--- src/rtl/pin_cell_pkg.sv ---
package pin_cell_pkg;
  typedef enum logic [2:0] {
    PM_COMB  = 3'd0,
    PM_REG   = 3'd1,
    PM_LATCH = 3'd2,
    PM_OUT   = 3'd3,
    PM_BIDIR = 3'd4
  } pin_mode_e;

  localparam int MODE_W = 3;
endpackage

--- src/rtl/iocell_clk_pick.sv ---
module iocell_clk_pick (
  input  logic clk,
  input  logic rst_n,
  input  logic sel,
  input  logic line_a,
  input  logic line_b,
  output logic level,
  output logic rise
);
  logic level_q;

  assign level = sel ? line_b : line_a;

  always_ff @(posedge clk or negedge rst_n) begin
    if (!rst_n) level_q <= 1'b0;
    else        level_q <= level;
  end

  assign rise = level & ~level_q;
endmodule

--- src/rtl/iocell_capture.sv ---
module iocell_capture #(
  parameter int W = 1
) (
  input  logic         clk,
  input  logic         rst_n,
  input  logic         level,
  input  logic         rise,
  input  logic [W-1:0] d,
  output logic [W-1:0] q_reg,
  output logic [W-1:0] q_lat
);
  always_ff @(posedge clk or negedge rst_n) begin
    if (!rst_n) begin
      q_reg <= '0;
      q_lat <= '0;
    end else begin
      if (rise)  q_reg <= d;
      if (level) q_lat <= d;
    end
  end
endmodule

--- src/rtl/iocell_drive.sv ---
module iocell_drive
  import pin_cell_pkg::*;
#(
  parameter int W = 1
) (
  input  logic [MODE_W-1:0] mode,
  input  logic              invert,
  input  logic [W-1:0]      core_out,
  input  logic              core_oe,
  output logic [W-1:0]      pad_out,
  output logic              pad_oe
);
  assign pad_out = core_out ^ {W{invert}};

  always_comb begin
    case (mode)
      PM_OUT:   pad_oe = 1'b1;
      PM_BIDIR: pad_oe = core_oe;
      default:  pad_oe = 1'b0;
    endcase
  end
endmodule

--- src/rtl/pin_cell.sv ---
module pin_cell
  import pin_cell_pkg::*;
#(
  parameter int W = 1
) (
  input  logic              clk,
  input  logic              rst_n,
  input  logic [MODE_W-1:0] cfg_mode,
  input  logic              cfg_invert,
  input  logic              cfg_clk_sel,
  input  logic              ioclk_a,
  input  logic              ioclk_b,
  input  logic [W-1:0]      pad_in,
  output logic [W-1:0]      pad_out,
  output logic              pad_oe,
  input  logic [W-1:0]      core_out,
  input  logic              core_oe,
  output logic [W-1:0]      core_in
);
  logic         lvl, rse;
  logic [W-1:0] q_reg, q_lat;

  iocell_clk_pick u_pick (
    .clk(clk), .rst_n(rst_n), .sel(cfg_clk_sel),
    .line_a(ioclk_a), .line_b(ioclk_b), .level(lvl), .rise(rse)
  );

  iocell_capture #(.W(W)) u_cap (
    .clk(clk), .rst_n(rst_n), .level(lvl), .rise(rse),
    .d(pad_in), .q_reg(q_reg), .q_lat(q_lat)
  );

  iocell_drive #(.W(W)) u_drv (
    .mode(cfg_mode), .invert(cfg_invert), .core_out(core_out),
    .core_oe(core_oe), .pad_out(pad_out), .pad_oe(pad_oe)
  );

  always_comb begin
    case (cfg_mode)
      PM_REG:   core_in = q_reg;
      PM_LATCH: core_in = q_lat;
      PM_OUT:   core_in = '0;
      default:  core_in = pad_in;
    endcase
  end
endmodule

--- config.mk ---
export PLATFORM = sky130hd
export DESIGN_NAME = pin_cell
export DESIGN_NICKNAME = d
export VERILOG_FILES = /design/src/rtl/pin_cell_pkg.sv /design/src/rtl/iocell_clk_pick.sv /design/src/rtl/iocell_capture.sv /design/src/rtl/iocell_drive.sv /design/src/rtl/pin_cell.sv
export SDC_FILE = /design/constraint.sdc
export NUM_CORES = 1
export LEC_CHECK = 0
export BUFFER_PORTS_ARGS = -buffer_cell sky130_fd_sc_hd__buf_2
export CAP_MARGIN = 0
export CORE_AREA = 2 2 39 41
export CTS_CLUSTER_DIAMETER = 50
export CTS_CLUSTER_SIZE = 10
export DETAILED_ROUTE_END_ITERATION = 6
export DIE_AREA = 0 0 41 43
export PLACE_DENSITY = 0.34
export REMOVE_ABC_BUFFERS = 1
export SYNTH_ARGS = -nofsm -noshare
export SYNTH_HDL_FRONTEND = slang
export SYNTH_SLANG_ARGS = --single-unit
--- constraint.sdc ---
create_clock -name clk -period 2.8 [get_ports clk]
set_input_delay 0.56 -clock clk [delete_from_list [all_inputs] [get_ports clk]]
set_output_delay 0.56 -clock clk [all_outputs]
set_load 0.01 [all_outputs]
==> results.md <==
* Post-Place Worst Slack at ~1 ns
* Mapped Avg Cell Area at 10.5 µm²
* TritonCTS clock tree: yes
* Number of CTS-inserted buffers at 3
* DR vias/cell at around 3.8
* Max H-tree Level at 1
* N_diodes at 0
* CP Class: in2out
* Max Slew Vio Count at 0
* Die ar. at between 1500 and 2000 µm²
* Number of vias in the routed layout at roughly 200
* Seq. cell area at between 70 and 80 µm²
* Wire length per cell at approximately 8.9 µm
* Maximum fanout along the worst path at 4
* Final Critical Period at approximately 1.8 ns
* Hold bufs inserted after CTS at 0
* Number of global-route vias before repair at around 150
* Max transition margin at 80.7%
* WP buf/inv at 2
* Fmax at around 0.56 GHz
* Seq/Total Area, Yosys at about two fifths
* Tcrit/Tclk final at about 64%
* Layout fillers at roughly 160
* Post-CTS Repair Setup Buffers at 0
* CTS resizes at 0
* Power per standard cell area at ~530 nW/µm²
* Most common cell after layout, fill and taps aside: buf_2
* Least-Margin Pin Slew at approximately 0.28 ns
* Flops & latches, synth at 3
* Clock Skews at between 0.0005 and 0.0006 ns
* Largest net degree at the start of global routing at 6
* Sink Count at 3
* Clk buf depth at 2
* Post-route setup slack at 1.00 ns
* Max Cap Viol at 0
* Synth top area share at a little over two fifths
* Crit end category: output pin
* Most common cell in the netlist: dfrtp_1
* Ys Warns at 0
* Number of synthesized flops with an enable pin at 0
* DR pass1 iterations at 1
* Post-synth top cells: 3 x dfrtp_1, 2 x mux2i_1
* Cell count after synthesis at 17
* Most frequent CP cell: buf_2
* Die Height at 43 µm
* Post-Route WL at roughly 450 µm
* Gpl congestion at approximately 0.54
* Ports at 15
* Top area cells in the synthesized netlist: dfrtp_1 42%, mux2i_1 11%, mux2_1 6.3%
* Total negative slack at 0 ns
* Worst Setup Start Kind: input port
* Placed insts at 47
* Area grow syn2layout at 65.0%
* Share of layout cells above drive strength 1 at roughly 51%
* Hold Path Class: in2async
* Std-Cell Rows at 14
* Cell family with most CP delay: buffers and inverters
* WP depth at 5
* Number of distinct library cells after synthesis at 14
* Area leader, netlist: dfrtp_1
* Root Driver: clkbuf_4
* Final Hold Fails at 0
* Chip Width at 41 µm
* Most frequent cells in the layout: 14 x buf_2, 3 x clkbuf_4, 3 x dfrtp_1
* Detailed-placement wirelength estimate at about 360 µm
* 1st-iter DRT viols at 0
* Top FF cell, synth: dfrtp_1
* Synth async-reset ratio at 100%
* Antenna violations before repair at 0
* Core area at between 1000 and 1500 µm²
* First-pass GRT wire length at between 500 and 600 µm
* CP peak stage delay at 0.27 ns
* Leakage at roughly 0.15 nW
* PortBufs at 14
* Post-synthesis cell area at 179 µm²
* Tot Pwr at approximately 0.16 mW
* GR Overflow Total at 0
* CP arrival at approximately 1.2 ns
* Number of remaining DRC errors at 0
* Status: completed
* Fin nets at 48
* Peak VDD IR at roughly 0.20 mV
* Final Non-Filler Cells at 51
* Slowest CP cell: nor4bb_1
* Final Setup Violations at 0
* RSZ-0062 raised after global routing: no
* Clock transition at path regs at about 0.040 ns
* Clk Latency, worst-skew pair at approximately 0.23 ns
* Initial Utilization at approximately an eighth
* Worst EP required at between 2 and 2.5 ns
* Multi-input gate area at approximately 100 µm²
* Worst reg2reg path depth at 2
* DRT antenna net count at 0
* Crit-path cells: buf_2, nor4bb_1, a21oi_1, o21ai_0, buf_2
* Gr usage total at ~5%
## layer usage
layer	routed length [µm]	share of wire [%]	GRT usage (%)
met2	186	41	5.31
met1	207	46	5.18
met5	0	0	0
met3	50	11	3.14
met4	8	1.8	8.00
## final cells by class
type,instances,area share (%)
Multi-Input combinational cell,13,33.9
Sequential cell,3,25.4
Clock buffer,4,8.90
Timing Repair Buffer,14,23.7
Tap cell,16,6.78
Inverter,1,1.27
## report_power, final
group	switching, mW	total [mW]	internal (mW)
combinational	0.0138	0.0310	0.0172
sequential	0.00239	0.0518	0.0494
clock	0.0215	0.0748	0.0533
total	0.0376	0.158	0.120
## cell families after synthesis
logic type	count (synthesis)	synth area share, %
buf+inv	1	2.10
compound gates	3	9.79
simple gates	5	17.5
mux	4	23.8
flops	3	42.0
xor+xnor	1	4.90
## worst paths after layout
path	startpoint	end	slack (ns)
max in group asynchronous	rst_n	u_pick.level_q	2.58
worst min register to register	u_cap.q_reg	u_cap.q_reg	0.50
worst max-delay path	cfg_mode[1]	core_in	1.00
worst max register to register	u_pick.level_q	u_cap.q_reg	1.88
min in group clk	u_cap.q_reg	u_cap.q_reg	0.50
worst min-delay path	rst_n	u_cap.q_reg	0.12
## per-stage QoR
stage | util (%) | area, µm² | hold WS, ns
4_1_cts | 21.3 | 295 | 0.108
5_1_grt | 21.3 | 295 | 0.110
3_3_place_gp | 19.4 | 269 | 0.357
2_1_floorplan | - | 179 | 0.264
3_5_place_dp | 19.4 | 269 | 0.357
6_report | 21.3 | 295 | 0.117
## worst register-to-register path, delay by kind of cell (launching register included)
kind,cells,cell delay [ns]
DFF,1,0.35
muxes,1,0.34
and+or+nand+nor,1,0.11
(Power assumes the default switching activity.)
